**config.mk**
```make
export PLATFORM = sky130hd
export DESIGN_NAME = hzd_ctrl3
export DESIGN_NICKNAME = d
export VERILOG_FILES = /design/src/rtl/hzd_pkg.sv /design/src/rtl/hzd_fwd_unit.sv /design/src/rtl/hzd_stall_unit.sv /design/src/rtl/hzd_redirect.sv /design/src/rtl/hzd_ctrl3.sv
export SDC_FILE = /design/constraint.sdc
export NUM_CORES = 1
export LEC_CHECK = 0
export ABC_CLOCK_PERIOD_IN_PS = 2100
export BUFFER_PORTS_ARGS = -buffer_cell sky130_fd_sc_hd__buf_2
export CAP_MARGIN = 20
export CORE_ASPECT_RATIO = 1.25
export CORE_MARGIN = 1
export CORE_UTILIZATION = 42
export CTS_BUF_LIST = sky130_fd_sc_hd__clkbuf_8
export CTS_CLUSTER_DIAMETER = 50
export DETAILED_ROUTE_END_ITERATION = 12
export PLACE_DENSITY = 0.86
export SYNTH_ARGS = -nofsm -noshare
export SYNTH_HDL_FRONTEND = slang
export SYNTH_SLANG_ARGS = --single-unit
```
**constraint.sdc**
```tcl
create_clock -name clk -period 2.1 [get_ports clk]
set_clock_uncertainty 0.15 [all_clocks]
set_input_delay 0.21 -clock clk [delete_from_list [all_inputs] [get_ports clk]]
set_output_delay 0.21 -clock clk [all_outputs]
set_load 0.1 [all_outputs]
```
**src/rtl/hzd_pkg.sv**
```systemverilog
package hzd_pkg;
  // Why the ID/EX entry is being replaced with a no-op this cycle.
  typedef enum logic [1:0] {
    CAUSE_NONE     = 2'd0,
    CAUSE_LOAD_USE = 2'd1,
    CAUSE_BRANCH   = 2'd2
  } hzd_cause_e;
endpackage

```
**src/rtl/hzd_fwd_unit.sv**
```systemverilog
// Compares each source field of the decoding instruction against the
// EX/MEM destination; one comparator per source.
module hzd_fwd_unit #(
  parameter int REG_W = 5,
  parameter int N_SRC = 2
) (
  input  logic [REG_W-1:0] src_reg [N_SRC],
  input  logic [REG_W-1:0] mem_dst,
  input  logic             mem_wr,
  output logic [N_SRC-1:0] hit
);
  logic live;
  assign live = mem_wr && (mem_dst != '0);

  for (genvar i = 0; i < N_SRC; i++) begin : g_cmp
    assign hit[i] = live && (src_reg[i] == mem_dst);
  end
endmodule

```
**src/rtl/hzd_stall_unit.sv**
```systemverilog
// Load-use detector with a one-cycle limit; a flush drops the stall.
module hzd_stall_unit (
  input  logic clk,
  input  logic rst,
  input  logic mem_load,
  input  logic any_hit,
  input  logic flushing,
  output logic stall
);
  logic stalled_q;

  assign stall = mem_load && any_hit && !stalled_q && !flushing;

  always_ff @(posedge clk) begin
    if (rst) stalled_q <= 1'b0;
    else     stalled_q <= stall;
  end
endmodule

```
**src/rtl/hzd_redirect.sv**
```systemverilog
// Taken-branch squash sequencer: FLUSH_CYC cycles of flush per accepted branch.
module hzd_redirect #(
  parameter int FLUSH_CYC = 2
) (
  input  logic clk,
  input  logic rst,
  input  logic br_taken,
  output logic accept,
  output logic flushing
);
  localparam int CNT_W = $clog2(FLUSH_CYC + 1);
  localparam logic [CNT_W-1:0] RELOAD = CNT_W'(FLUSH_CYC - 1);

  logic [CNT_W-1:0] left_q;
  logic             refilling;

  assign refilling = (left_q != '0);
  assign accept    = br_taken && !refilling;
  assign flushing  = accept || refilling;

  always_ff @(posedge clk) begin
    if (rst)            left_q <= '0;
    else if (accept)    left_q <= RELOAD;
    else if (refilling) left_q <= left_q - 1'b1;
  end
endmodule

```
**src/rtl/hzd_ctrl3.sv**
```systemverilog
module hzd_ctrl3
  import hzd_pkg::*;
#(
  parameter int REG_W     = 5,
  parameter int CTRL_W    = 8,
  parameter int PC_W      = 16,
  parameter int PC_STEP   = 4,
  parameter int FLUSH_CYC = 2
) (
  input  logic              clk,
  input  logic              rst,
  input  logic [REG_W-1:0]  dec_rt,
  input  logic [REG_W-1:0]  dec_rd,
  input  logic [CTRL_W-1:0] dec_ctrl,
  input  logic [REG_W-1:0]  mem_dst,
  input  logic              mem_wr,
  input  logic              mem_load,
  input  logic              br_taken,
  input  logic [PC_W-1:0]   br_target,
  output logic              fwd_a,
  output logic              fwd_b,
  output logic              pc_hold,
  output logic              bubble,
  output logic              flush,
  output logic [CTRL_W-1:0] ex_ctrl,
  output logic [PC_W-1:0]   pc
);
  localparam int N_SRC = 2;
  localparam logic [PC_W-1:0] STEP = PC_W'(PC_STEP);

  logic [REG_W-1:0] srcs [N_SRC];
  logic [N_SRC-1:0] hit;
  logic             stall, accept, flushing;
  hzd_cause_e       cause;

  assign srcs[0] = dec_rt;
  assign srcs[1] = dec_rd;

  hzd_fwd_unit #(.REG_W(REG_W), .N_SRC(N_SRC)) fwd_i (
    .src_reg(srcs), .mem_dst(mem_dst), .mem_wr(mem_wr), .hit(hit)
  );

  hzd_redirect #(.FLUSH_CYC(FLUSH_CYC)) redir_i (
    .clk(clk), .rst(rst), .br_taken(br_taken),
    .accept(accept), .flushing(flushing)
  );

  hzd_stall_unit stall_i (
    .clk(clk), .rst(rst), .mem_load(mem_load), .any_hit(|hit),
    .flushing(flushing), .stall(stall)
  );

  always_comb begin
    if (flushing)   cause = CAUSE_BRANCH;
    else if (stall) cause = CAUSE_LOAD_USE;
    else            cause = CAUSE_NONE;
  end

  assign fwd_a   = hit[0] && !stall;
  assign fwd_b   = hit[1] && !stall;
  assign pc_hold = (cause == CAUSE_LOAD_USE);
  assign bubble  = (cause != CAUSE_NONE);
  assign flush   = (cause == CAUSE_BRANCH);

  // ID/EX control register: an all-zero word is the no-op.
  always_ff @(posedge clk) begin
    if (rst)         ex_ctrl <= '0;
    else if (bubble) ex_ctrl <= '0;
    else             ex_ctrl <= dec_ctrl;
  end

  always_ff @(posedge clk) begin
    if (rst)          pc <= '0;
    else if (accept)  pc <= br_target;
    else if (!pc_hold) pc <= pc + STEP;
  end
endmodule

```
* Word level (Yosys, flattened, before mapping)
Index checks and enable logic that the tools add are counted.
** Storage, ports and cells
- Flip-flop bits (word level) :: 27
- Bits of input ports :: 44
- Output and inout port bits :: 29
- Logic and storage cells :: 39
** Operators by class
- Add/sub/neg operators :: 2
- Eq/ne operators :: 5
- Mux-type cells :: 6
- Reductions and logical operators :: 21
** Operator list (number)
- two-way mux 16 bit :: 2
- adder 16 x 3 -> 16 bit, second input constant :: 1
- equality test 5 bit :: 2
- logical AND 1 bit :: 9
- nonzero test 2 bit :: 3
- OR reduction 2 bit :: 3
- nonzero test 5 bit :: 1
- logical NOT 1 bit :: 4
- two-way mux 1 bit :: 3
- equality test 2 x 1 -> 1 bit, second input constant :: 1
- equality test 2 bit, second input constant :: 1
- two-way mux 2 bit :: 1
- inequality test 2 x 1 -> 1 bit, second input constant :: 1
- subtractor 2 x 1 -> 2 bit, second input constant :: 1
- logical OR 1 bit :: 1

* Depth between registers and ports, before layout
- Word-level depth :: 12
- Mapped depth :: 9
- Gate-level depth less buffers :: 8

* By module
From an unflattened synthesis, not the netlist that was laid out.
** Unflattened totals
- Cells, all modules :: 155
- Area total of the unflattened synthesis :: 1358.8 µm²
** By module, submodules not included
- hzd_ctrl3 :: times used 1, cells an instance 122, area an instance 1073.5 µm², seq. area each 480.5 µm²
- hzd_fwd_unit :: times used 1, cells an instance 16, area an instance 123.9 µm², seq. area each 0.0 µm²
- hzd_redirect :: times used 1, cells an instance 13, area an instance 120.1 µm², seq. area each 40.0 µm²
- hzd_stall_unit :: times used 1, cells an instance 4, area an instance 41.3 µm², seq. area each 20.0 µm²

* Worst setup path before layout
OpenSTA, ideal clock, no wires.
- Kind :: register to output
- Start :: register redir_i.left_q[0]
- End :: output port fwd_a
- Arrival :: 3737 ps
- Data required time :: 1740 ps
- Path slack :: -1997 ps
- Stages on the path, launching flop included :: 7
- Path buffers :: 0
- Path through :: dfxtp_1 -> inv_1 -> ha_1 -> nor2b_1 -> inv_1 -> nor2_1 -> nor3_1
** On the way
- Word-level cells in the longest chain between the ends :: 8
** Ends and longest elaborated chain
- start: declaration :: line hzd_redirect.sv:14 : logic [CNT_W-1:0] left_q;
- start signal: assignment :: line hzd_redirect.sv:24 : else if (refilling) left_q <= left_q - 1'b1;
- nonzero test 2 bit * :: line hzd_redirect.sv:17 : assign refilling = (left_q != '0);
- logical NOT 1 bit :: line hzd_redirect.sv:18 : assign accept = br_taken && !refilling;
- logical AND 1 bit :: line hzd_redirect.sv:18
- logical OR 1 bit * :: line hzd_redirect.sv:19 : assign flushing = accept || refilling;
- logical NOT 1 bit * :: line hzd_stall_unit.sv:12 : assign stall = mem_load && any_hit && !stalled_q && !flushing;
- logical AND 1 bit * :: line hzd_stall_unit.sv:12
- logical NOT 1 bit * :: line hzd_ctrl3.sv:59 : assign fwd_a = hit[0] && !stall;
- logical AND 1 bit * :: line hzd_ctrl3.sv:59
- end: declaration :: line hzd_ctrl3.sv:20 : output logic fwd_a,
Every way passes the cells marked *; elsewhere a longest branch is shown, timed or not.

* Final worst setup path
- Start :: register redir_i.left_q[0]
- End :: output port pc_hold
** On the way
- Word-level cells in the longest chain between the ends :: 9
** Ends and longest elaborated chain
- nonzero test 2 bit * :: line hzd_redirect.sv:17
- logical NOT 1 bit :: line hzd_redirect.sv:18
- logical AND 1 bit :: line hzd_redirect.sv:18
- logical OR 1 bit * :: line hzd_redirect.sv:19
- logical NOT 1 bit :: line hzd_stall_unit.sv:12
- logical AND 1 bit :: line hzd_stall_unit.sv:12
- two-way mux 1 bit :: line hzd_ctrl3.sv:55 : else if (stall) cause = CAUSE_LOAD_USE;
- two-way mux 2 bit * :: line hzd_ctrl3.sv:54 : if (flushing) cause = CAUSE_BRANCH;
- equality test 2 x 1 -> 1 bit * :: line hzd_ctrl3.sv:61 : assign pc_hold = (cause == CAUSE_LOAD_USE);
- end: declaration :: line hzd_ctrl3.sv:22 : output logic pc_hold,
Marked as above.

==> metrics.md <==
| Metric | Value |
|---|---|
| Max Cap Violations | `0` |
| Insertion delay to the later sink of the worst-skew pair | `0.28 ns` |
| Worst supply voltage drop on vdd | `0.652 mV` |
| Share of synthesized registers carrying an async set or reset | `0%` |
| Required time reported for the critical path endpoint | `1.74 ns` |
| Data arrival time of the worst path | `1.77 ns` |
| DPL Wire Length | `2.82 mm` |
| Final estimated routing congestion in global placement | `0.760` |
| Antenna cells | `0` |
| Overall Global Routing Usage | `23.0%` |
| Hold WC Path Type | `input pin to flop` |
| Via count of the first global-routing pass | `1504` |
| Setup repair after global routing missed its margin | `yes` |
| Via count normalized by instance count | `5.36` |
| Hold EP | `pc[0]` |
| Residual DRC count | `0` |
| Final ANT Viol Nets | `0` |
| Cell at the root of the clock tree | `clkbuf_8` |
| Initial core utilization | `44.8%` |
| Total count of hold-check failures in the final report | `0` |
| Most used DFF post-synth | `dfxtp_1` |
| Number of ports placed on the die boundary | `73` |
| Number of flip-flops and latches in the synthesized netlist | `27` |
| EDFF count, synth | `0` |
| Startpoint of the lowest-slack register-to-register path | `redir_i.left_q[0]` |
| Die outline width | `54.9 µm` |
| Routed length per instance | `12.9 µm` |
| Routed WL | `4.01 mm` |
| Vertical die dimension | `68.1 µm` |
| Largest fanout on the critical path | `7` |
| Sort of element at the start of the critical path | `flop` |
| Most frequent cells in the layout | `buf_2, a21oi_1, dfxtp_1, nand2_1, buf_4` |
| # nets final | `322` |
| Avg Cell Area, Syn | `7.94 µm²` |
| Register-to-Register Path Depth | `9` |
| Largest net degree at the start of global routing | `26` |
| Gate count after technology mapping | `185` |
| Number of clock sinks | `27` |
| Floorplan die area | `0.00374 mm²` |
| Global-route wire length before repair | `6.20 mm` |
| Run status | `finished, violations left` |
| Final worst-path cycle share | `102%` |
| Violated checks | `negative setup slack` |
| Post-Route Utilization | `67.7%` |
| Initial antenna violation count | `0` |
| Total global routing overflow | `0` |
| Number of design-rule violations left by the first detailed-router iteration | `25` |
| Fmax | `469 MHz` |
| Warnings from Yosys | `0` |
| CTS HTree Levels | `1` |
| Slew at the pin closest to its max-slew limit | `0.490 ns` |
| Most common cell after layout, fill and taps aside | `buf_2` |
| Setup slack, reg-to-reg | `0.09 ns` |
| TritonCTS clock tree | `done` |
| Number of placement rows | `23` |
| Post-synthesis to final-layout area growth | `51.3%` |
| Drt first pass iters | `4` |
| Origin of the worst min-delay path | `br_target[0]` |
| Proportion of layout cells with a drive suffix above 1 | `40.7%` |
| Power density over cell area | `831 mW/mm²` |
| Cell area after synthesis | `0.00147 mm²` |
| Total clock buffers created by CTS | `3` |
| FF-to-FF End | `pc[13]` |
| Library cells used by synthesis | `37` |
| Syn nets | `231` |
| Number of setup violations in the final report | `1` |
| Hold Worst Slack | `0.0164 ns` |
| Vias post-DR | `1672` |
| Slew Limit Headroom | `67.5%` |
| Port Buffers | `72` |
| Cell leakage power | `0.959 nW` |
| Pins Over Slew Limit | `0` |
| Critical Path Sink Type | `primary output` |
| Worst-path clk slew | `0.10 ns` |
| Post-synthesis sequential area ratio | `36.8%` |
| Fin crit period | `2.13 ns` |
| Setup_tns | `-0.0344 ns` |
| Min-Delay Path Depth | `3` |
| Final worst slack | `-0.0344 ns` |
| Maximum clock insertion buffer count | `2` |
| Area of the core | `0.00328 mm²` |
| Path type of the worst setup path | `flop to primary output` |
[Yosys cell counts, drive strengths merged, types with 2 or more instances]
library cell,number,area (µm²)
a21oi,27,135
dfxtp,27,541
nand2,22,82.6
nor3,13,75.1
and2,10,62.6
nand3,9,50.1
nor2,9,33.8
o21ai,9,48.8
nand2b,8,50.1
xor2,6,52.6
clkbuf,5,18.8
o32ai,5,43.8
xnor2,4,35.0
a21o,3,22.5
a31oi,3,18.8
buf,3,18.8
inv,3,11.3
or2,3,18.8
and4,2,17.5
ha,2,25.0
[kinds of logic after synthesis]
logic type / synth area share, %
buf+inv: 3.32
flops: 36.8
compound gates: 22.5
xor+xnor: 5.96
simple gates: 29.7
fa+ha+maj: 1.70
[worst max-delay path by stage]
stage | slack (ns) | cells past startpoint | startpoint | endpoint
floorplan | -0.41 | 8 | redir_i.left_q[1] | pc[7]
global placement | 0.1 | 7 | mem_dst[0] | pc[4]
detailed placement | 0.05 | 7 | mem_dst[0] | pc[4]
CTS | -0.03 | 7 | redir_i.left_q[0] | pc_hold
global route | -0.08 | 7 | redir_i.left_q[1] | pc_hold
finish | -0.03 | 7 | redir_i.left_q[0] | pc_hold
[state kept, by name, indices dropped and copies added (netlist names)]
| name | cells |
|---|---|
| stall_i.stalled_q | 1 |
| ex_ctrl | 8 |
| pc | 16 |
| redir_i.left_q | 2 |
[worst max-delay path, cell delays in order (launching register included)]
cell and delay, ns:
dfxtp_1 0.33, inv_2 0.07, ha_4 0.16, nor2b_4 0.18
clkinvlp_4 0.14, a2111oi_4 0.29, buf_12 0.16, buf_12 0.16
[per-stage QoR]
stage	cells	instance area [µm²]	total power, mW	setup slack [ns]
final	312	2220	1.85	-0.0344
after global routing	312	2220	1.94	-0.0836
after CTS	311	2210	1.85	-0.0308
after detailed placement	294	2010	1.51	0.0481
after global placement	294	2010	1.50	0.0998
after floorplan	185	1540	1.32	-0.410
[power breakdown]
part / switching (mW) / internal, mW / total [mW]
Combinational: 0.646 / 0.260 / 0.905
Clock: 0.176 / 0.135 / 0.311
Sequential: 0.0582 / 0.573 / 0.631
Total: 0.880 / 0.968 / 1.85
[final cells by class]
| cell class | instances | area (µm²) |
|---|---|---|
| Sequential cell | 27 | 544 |
| Clock buffer | 3 | 41.3 |
| Clock inverter | 1 | 7.51 |
| Timing Repair Buffer | 94 | 633 |
| Multi-Input combinational cell | 147 | 935 |
| Tap cell | 37 | 46.3 |
| Fill cell | 275 | 1060 |
| Inverter | 3 | 15.0 |
[repair_timing]
action,4_1_cts,5_1_grt
resized for setup,3,1
buffers inserted,4,1
pin swaps,1,0
hold buffers,8,0
cloned,1,0
setup endpoints to repair,3,6
hold endpoints to repair,8,0
[layer usage]
layer  vias to the layer above  GRT usage (%)  part of all wire [%]  wire length [µm]
met5                         -              0                     0                 0
met4                         0           9.06                   1.0                42
met3                         4           4.22                   4.4               175
met2                        45           43.4                    54              2150
met1                       781           24.1                    41              1650
li1                        842              -                     -                 -
(Power assumes the default switching activity.)
